[src/rtl/fpas_pkg.sv]
package fpas_pkg;
   localparam int HP_SIG_W = 11;
   localparam int HP_EXP_W = 5;

   typedef enum logic {
      EFF_ADD = 1'b0,
      EFF_SUB = 1'b1
   } eff_op_e;
endpackage

[src/rtl/fpas_deser.sv]
module fpas_deser #(
   parameter int W     = 11,
   parameter int IDX_W = 4
) (
   input  logic             clk,
   input  logic             rst_n,
   input  logic             take,
   input  logic [IDX_W-1:0] idx,
   input  logic             din,
   output logic [W-1:0]     word
);
   logic en;
   assign en = take && (int'(idx) < W);

   always_ff @(posedge clk) begin
      if (!rst_n) begin
         word <= '0;
      end else if (en) begin
         word <= {din, word[W-1:1]};
      end
   end
endmodule

[src/rtl/fpas_align.sv]
module fpas_align import fpas_pkg::*; #(
   parameter int SIG_W = 11,
   parameter int EXP_W = 5
) (
   input  logic [SIG_W-1:0] a_sig,
   input  logic [EXP_W-1:0] a_exp,
   input  logic             a_sgn,
   input  logic [SIG_W-1:0] b_sig,
   input  logic [EXP_W-1:0] b_exp,
   input  logic             b_sgn,
   output logic [SIG_W-1:0] big_sig,
   output logic [EXP_W-1:0] big_exp,
   output logic             big_sgn,
   output logic [SIG_W-1:0] small_al,
   output eff_op_e          op
);
   localparam int CAP   = SIG_W + 2;
   localparam int EXT_W = SIG_W + CAP;
   localparam int D_W   = $clog2(CAP + 1);

   logic             a_big;
   logic [SIG_W-1:0] sm_sig;
   logic [EXP_W-1:0] sm_exp;
   logic [EXP_W-1:0] diff;
   logic [D_W-1:0]   sh;
   logic [EXT_W-1:0] ext;
   logic [SIG_W-1:0] intp;
   logic             guard, sticky, rnd;

   assign a_big   = (a_exp > b_exp) || ((a_exp == b_exp) && (a_sig >= b_sig));
   assign big_sig = a_big ? a_sig : b_sig;
   assign big_exp = a_big ? a_exp : b_exp;
   assign big_sgn = a_big ? a_sgn : b_sgn;
   assign sm_sig  = a_big ? b_sig : a_sig;
   assign sm_exp  = a_big ? b_exp : a_exp;
   assign op      = (a_sgn ^ b_sgn) ? EFF_SUB : EFF_ADD;

   assign diff   = big_exp - sm_exp;
   assign sh     = (int'(diff) > CAP) ? D_W'(CAP) : D_W'(diff);
   assign ext    = {sm_sig, {CAP{1'b0}}} >> sh;
   assign intp   = ext[EXT_W-1:CAP];
   assign guard  = ext[CAP-1];
   assign sticky = |ext[CAP-2:0];
   assign rnd    = guard & (sticky | intp[0]);
   assign small_al = intp + SIG_W'(rnd);
endmodule

[src/rtl/fpas_norm.sv]
module fpas_norm #(
   parameter int SIG_W = 11,
   parameter int EXP_W = 5
) (
   input  logic [SIG_W:0]   sum,
   input  logic [EXP_W-1:0] big_exp,
   input  logic             big_sgn,
   output logic [SIG_W-1:0] res_sig,
   output logic [EXP_W-1:0] res_exp,
   output logic             res_sgn
);
   localparam int LZ_W = $clog2(SIG_W + 1);
   localparam int E_W  = EXP_W + 2;
   localparam int EMAX = (1 << EXP_W) - 1;

   logic [LZ_W-1:0]        lz;
   logic signed [E_W-1:0]  e_n;
   logic [SIG_W-1:0]       m_n;

   always_comb begin
      lz = LZ_W'(SIG_W);
      for (int i = 0; i < SIG_W; i++) begin
         if (sum[i]) lz = LZ_W'(SIG_W - 1 - i);
      end
   end

   always_comb begin
      if (sum[SIG_W]) begin
         m_n = sum[SIG_W:1] + SIG_W'(sum[0] & sum[1]);
         e_n = signed'(E_W'(big_exp)) + E_W'(1);
      end else begin
         m_n = sum[SIG_W-1:0] << lz;
         e_n = signed'(E_W'(big_exp)) - signed'(E_W'(lz));
      end
      if ((sum == '0) || (e_n <= 0)) begin
         res_sig = '0;
         res_exp = '0;
         res_sgn = 1'b0;
      end else if (e_n >= E_W'(EMAX)) begin
         res_sig = '1;
         res_exp = EXP_W'(EMAX - 1);
         res_sgn = big_sgn;
      end else begin
         res_sig = m_n;
         res_exp = EXP_W'(e_n);
         res_sgn = big_sgn;
      end
   end
endmodule

[src/rtl/fpas_ser.sv]
module fpas_ser #(
   parameter int SIG_W = 11,
   parameter int SE_W  = 6
) (
   input  logic             clk,
   input  logic             rst_n,
   input  logic             load,
   input  logic [SIG_W-1:0] sig_word,
   input  logic [SE_W-1:0]  se_word,
   output logic             out_start,
   output logic             out_valid,
   output logic             out_sig_bit,
   output logic             out_se_bit
);
   localparam int CNT_W = $clog2(SIG_W);

   logic [SIG_W-1:0] sig_q;
   logic [SE_W-1:0]  se_q;
   logic [CNT_W-1:0] rem_q;

   always_ff @(posedge clk) begin
      if (!rst_n) begin
         sig_q     <= '0;
         se_q      <= '0;
         rem_q     <= '0;
         out_start <= 1'b0;
         out_valid <= 1'b0;
      end else if (load) begin
         sig_q     <= sig_word;
         se_q      <= se_word;
         rem_q     <= CNT_W'(SIG_W - 1);
         out_start <= 1'b1;
         out_valid <= 1'b1;
      end else begin
         sig_q     <= sig_q >> 1;
         se_q      <= se_q >> 1;
         out_start <= 1'b0;
         if (rem_q != '0) rem_q <= rem_q - CNT_W'(1);
         else             out_valid <= 1'b0;
      end
   end

   assign out_sig_bit = sig_q[0];
   assign out_se_bit  = se_q[0];
endmodule

[src/rtl/fpas_serial_adder.sv]
module fpas_serial_adder import fpas_pkg::*; #(
   parameter int SIG_W = HP_SIG_W,
   parameter int EXP_W = HP_EXP_W
) (
   input  logic clk,
   input  logic rst_n,
   input  logic in_start,
   input  logic a_sig_bit,
   input  logic a_se_bit,
   input  logic b_sig_bit,
   input  logic b_se_bit,
   output logic out_start,
   output logic out_valid,
   output logic out_sig_bit,
   output logic out_se_bit
);
   localparam int SE_W  = EXP_W + 1;
   localparam int FRAME = SIG_W;
   localparam int IDX_W = $clog2(FRAME);

   if (SIG_W < 4) begin : g_bad_sig
      $error("fpas_serial_adder: SIG_W must be at least 4");
   end
   if (SE_W > FRAME) begin : g_bad_frame
      $error("fpas_serial_adder: sign/exponent stream longer than frame");
   end
   if (EXP_W < $clog2(SIG_W + 3)) begin : g_bad_exp
      $error("fpas_serial_adder: EXP_W too narrow for shift cap");
   end

   logic [IDX_W-1:0] idx_q, cur_idx;
   logic             busy_q, rdy_q, take, last;

   assign cur_idx = in_start ? '0 : idx_q;
   assign take    = in_start | busy_q;
   assign last    = (cur_idx == IDX_W'(FRAME - 1));

   always_ff @(posedge clk) begin
      if (!rst_n) begin
         idx_q  <= '0;
         busy_q <= 1'b0;
         rdy_q  <= 1'b0;
      end else begin
         rdy_q <= take && last;
         if (take) begin
            busy_q <= !last;
            idx_q  <= last ? '0 : cur_idx + IDX_W'(1);
         end
      end
   end

   logic [1:0]       sig_lines, se_lines;
   logic [SIG_W-1:0] op_sig [2];
   logic [SE_W-1:0]  op_se  [2];

   assign sig_lines = {b_sig_bit, a_sig_bit};
   assign se_lines  = {b_se_bit,  a_se_bit};

   for (genvar g = 0; g < 2; g++) begin : g_op
      fpas_deser #(.W(SIG_W), .IDX_W(IDX_W)) u_sig (
         .clk(clk), .rst_n(rst_n), .take(take), .idx(cur_idx),
         .din(sig_lines[g]), .word(op_sig[g]));
      fpas_deser #(.W(SE_W), .IDX_W(IDX_W)) u_se (
         .clk(clk), .rst_n(rst_n), .take(take), .idx(cur_idx),
         .din(se_lines[g]), .word(op_se[g]));
   end

   logic [SIG_W-1:0] big_sig, small_al, res_sig;
   logic [EXP_W-1:0] big_exp, res_exp;
   logic             big_sgn, res_sgn;
   eff_op_e          op;
   logic [SIG_W:0]   sum;

   fpas_align #(.SIG_W(SIG_W), .EXP_W(EXP_W)) u_align (
      .a_sig(op_sig[0]), .a_exp(op_se[0][EXP_W-1:0]), .a_sgn(op_se[0][EXP_W]),
      .b_sig(op_sig[1]), .b_exp(op_se[1][EXP_W-1:0]), .b_sgn(op_se[1][EXP_W]),
      .big_sig(big_sig), .big_exp(big_exp), .big_sgn(big_sgn),
      .small_al(small_al), .op(op));

   assign sum = (op == EFF_SUB) ? ({1'b0, big_sig} - {1'b0, small_al})
                                : ({1'b0, big_sig} + {1'b0, small_al});

   fpas_norm #(.SIG_W(SIG_W), .EXP_W(EXP_W)) u_norm (
      .sum(sum), .big_exp(big_exp), .big_sgn(big_sgn),
      .res_sig(res_sig), .res_exp(res_exp), .res_sgn(res_sgn));

   fpas_ser #(.SIG_W(SIG_W), .SE_W(SE_W)) u_ser (
      .clk(clk), .rst_n(rst_n), .load(rdy_q),
      .sig_word(res_sig), .se_word({res_sgn, res_exp}),
      .out_start(out_start), .out_valid(out_valid),
      .out_sig_bit(out_sig_bit), .out_se_bit(out_se_bit));
endmodule

[config.mk]
export PLATFORM = sky130hd
export DESIGN_NAME = fpas_serial_adder
export DESIGN_NICKNAME = d
export VERILOG_FILES = /design/src/rtl/fpas_pkg.sv /design/src/rtl/fpas_deser.sv /design/src/rtl/fpas_align.sv /design/src/rtl/fpas_norm.sv /design/src/rtl/fpas_ser.sv /design/src/rtl/fpas_serial_adder.sv
export SDC_FILE = /design/constraint.sdc
export NUM_CORES = 1
export LEC_CHECK = 0
export CAP_MARGIN = 20
export CORE_MARGIN = 3
export CORE_UTILIZATION = 30
export DETAILED_ROUTE_END_ITERATION = 10
export PLACE_DENSITY = 0.42
export SLEW_MARGIN = 25
export SYNTH_ARGS = -nofsm -noshare
export SYNTH_HDL_FRONTEND = slang
export SYNTH_SLANG_ARGS = --single-unit
[constraint.sdc]
create_clock -name clk -period 12.7 [get_ports clk]
set_input_delay 2.54 -clock clk [delete_from_list [all_inputs] [get_ports clk]]
set_output_delay 2.54 -clock clk [all_outputs]
set_load 0.01 [all_outputs]
==> metrics.txt <==
fin nets 893; Syn. warnings 0; Buffers on Ports 10; Period minus WS final roughly 12000 ps; Leak 2.82 nW; slowest stage delay, CP 510 ps; Clock Sinks 63; most used cell, CP ha_1; total die area between 20000 and 25000 um2; RSZ-0062 raised after global routing no; clock slew at reported path FFs 60 ps; post-route worst setup slack 1130 ps; Max Freq 0.0864 GHz; routability cong. 0.873; Hold Crit Class flop to flop; normalized max-slew margin 0.355; CTS tree built; top-area cell type share of the netlist area 0.185; clk buf depth 2; ratio of cells with drive above 1 in the final layout 0.131; Worst Hold Path Cells 2; 1st-iter DRT viols 450; via/cell ratio 5.56; Worst Path Class, Setup flop to flop; Synth area leaders dfxtp_1 19%, mux2i_1 7.7%, ha_1 6.6%, mux2_2 4.5%, o21ai_0 4.4%; Post-synth EDFFs 0; CP max stage cell a221o_1; Worst Hold End u_ser.sig_q[2]; Area after DPL between 7000 and 8000 um2; MaxCap Viol Count 0; vias in the first global route 5971; post-route ant nets 0; hold path start u_ser.sig_q[3]; Slew Limit Fails 0; register area approximately 1300 um2; Setup TNS 0 ps; final instance area roughly 7500 um2; crit-path max FO 12; synth unique cells 92; HPWL after DPL roughly 15 mm; initial antenna violation count 0; initial core utilization 0.309; CP arrival about 12000 ps; Root Buffer clkbuf_16; final worst path period share 0.911; Core Area 22000 um2; largest net degree at the start of global routing 52; R2R cell count 49; first-pass GRT wire length 32.8 mm; dpl ws 1090 ps; post-synthesis instance total 854; Die Y 157 um; Total GRT Usage 0.165; # hold bufs at CTS 0; ys flop type dfxtp_1; H-tree levels 3; # fillers 2368; CP startpoint kind flop; # IOs 11; cell taking the most area after synthesis dfxtp_1; Avg Synthesized Cell Area 7.97 um2; grt ovf 0; status finished, final reports clean; Antenna Cells 0; worst vdd ir a little over 0.09 mV; worst reg-to-reg setup slack around 1100 ps; routed vias 6304; Power Dens Cells 247 nW/um2; worst r2r dst u_ser.sig_q[1]; setup violators final 0; Crit. End Element flop; Routed WL per cell 17.6 um; Worst Skew 11.9 ps; die extent in x 157 um; Worst-Margin Slew a little under 1000 ps; Syn Nets around 900; Num CTS Buffers 9; area taken by multi-input logic gates between 5000 and 6000 um2; Post-synth ARST share 0; Rows 54; First-pass DRT Iterations 5; Area Growth Syn to Fin 9.84%; Required @ worst endpoint between 10000 and 15000 ps; Post-Route WL roughly 20 mm; Seq/Total Area, Yosys 0.185; Synth Cell Area 6800 um2; reg2reg start g_op[1].u_se.word[3]; final hold vios 0; worst-skew pair later-pin latency 340 ps; Yosys reg bits 63; DR DRC count 0
==> state kept, by name (all words and copies together), names as in the netlist <==
signal,count
busy_q,1
g_op.u_se.word,12
g_op.u_sig.word,22
idx_q,4
rdy_q,1
u_ser.out_start,1
u_ser.out_valid,1
u_ser.rem_q,4
u_ser.se_q,6
u_ser.sig_q,11
==> what timing repair did <==
action	CTS	global route
setup buffers	0	3
gates resized for setup	0	2
endpoints found under the hold margin	0	0
setup endpoints to repair	0	12
==> how the worst max path moves through the flow <==
stage                         start        endpoint  slack (ps)  depth (start not counted)
2_1_floorplan  g_op[1].u_se.word[4]  u_ser.sig_q[8]        1900                         53
3_3_place_gp   g_op[1].u_se.word[3]  u_ser.sig_q[9]        1060                         48
3_5_place_dp   g_op[1].u_se.word[3]  u_ser.sig_q[7]        1090                         48
4_1_cts        g_op[1].u_se.word[3]  u_ser.sig_q[7]        1010                         48
5_1_grt        g_op[1].u_se.word[3]  u_ser.sig_q[1]          80                         49
6_report       g_op[1].u_se.word[3]  u_ser.sig_q[1]        1130                         49
==> cells by family after synthesis <==
| logic type | share of synthesized area |
|---|---|
| compound gates | 0.254 |
| xor+xnor | 0.0436 |
| fa+ha+maj | 0.0721 |
| buf+inv | 0.0520 |
| flops | 0.185 |
| mux | 0.150 |
| simple gates | 0.244 |
==> layout by cell type (no fill, tap or decap), types with 7 or more instances in the layout <==
| master | instances |
|---|---|
| clkbuf_16 | 9 |
| inv_1 | 41 |
| a21oi_1 | 33 |
| nor2_1 | 68 |
| nand2_1 | 70 |
| xnor2_1 | 14 |
| nand4_1 | 11 |
| a211oi_1 | 10 |
| nand3_1 | 24 |
| nor3_1 | 22 |
| nand2b_1 | 10 |
| xor2_1 | 18 |
| a31oi_1 | 11 |
| a21boi_0 | 8 |
| clkdlybuf4s50_1 | 10 |
| and2_1 | 16 |
| nor4_1 | 8 |
| a21o_1 | 14 |
| nor2b_1 | 34 |
| mux2_2 | 27 |
| o21ai_0 | 59 |
| buf_4 | 12 |
| o21a_1 | 8 |
| o21ai_1 | 8 |
| or3_1 | 7 |
| dfxtp_1 | 63 |
| ha_1 | 36 |
| mux2i_1 | 52 |
==> worst max-delay path, delay by kind of cell, from the launching register on <==
family	cells	cell delay [ps]
mux	3	940
buf+inv	4	470
flops	1	400
fa+ha+maj	6	1930
compound gates	19	3850
simple gates	15	3500
xor+xnor	2	410
==> report_power, final <==
| part | switching, mW | total, mW | internal, mW |
|---|---|---|---|
| clock | 0.0972 | 0.235 | 0.138 |
| combinational | 0.858 | 1.40 | 0.541 |
| sequential | 0.00497 | 0.208 | 0.203 |
| total | 0.961 | 1.84 | 0.883 |
==> Yosys cell counts (all sizes together), types with 5 or more instances <==
cell type and instances:
a211oi 12, a21boi 10, a21o 14, a21oi 35, a221o 5, a221oi 5, a31o 5, a31oi 13
a32o 5, and2 16, buf 18, clkbuf 22, dfxtp 63, ha 36, inv 42, mux2 29
mux2i 54, mux4 6, nand2 70, nand2b 10, nand3 25, nand4 11, nor2 71, nor2b 37
nor3 24, nor3b 7, nor4 8, nor4b 6, o211ai 7, o21a 8, o21ai 70, o21bai 5
o32ai 5, or2 5, or3 7, xnor2 15, xor2 18
==> routing by layer <==
layer / track usage / vias to the layer above / share of wire
met5: 0 / - / 0
met3: 0.0218 / 19 / 0.034
li1: - / 3149 / -
met4: 0.0438 / 0 / 0.015
met1: 0.242 / 2995 / 0.50
met2: 0.255 / 141 / 0.45
==> stage by stage <==
step                      hold WS (ps)  std cells  power [mW]  utilization
after global placement             426       1114        1.64        0.324
after detailed placement           423       1114        1.59        0.324
after global routing               462       1133        2.01        0.339
after floorplan                    401        854        1.28            -
after CTS                          438       1130        1.84        0.337
final                              431       1133        1.84        0.339
==> final cells by class <==
type / count / area share
Inverter: 42 / 0.0211
Sequential cell: 63 / 0.169
Clock buffer: 10 / 0.0320
Tap cell: 280 / 0.0469
Multi-Input combinational cell: 709 / 0.697
Clock inverter: 6 / 0.00586
Timing Repair Buffer: 23 / 0.0281
No activity file was read; power rests on OpenSTA's default activity.
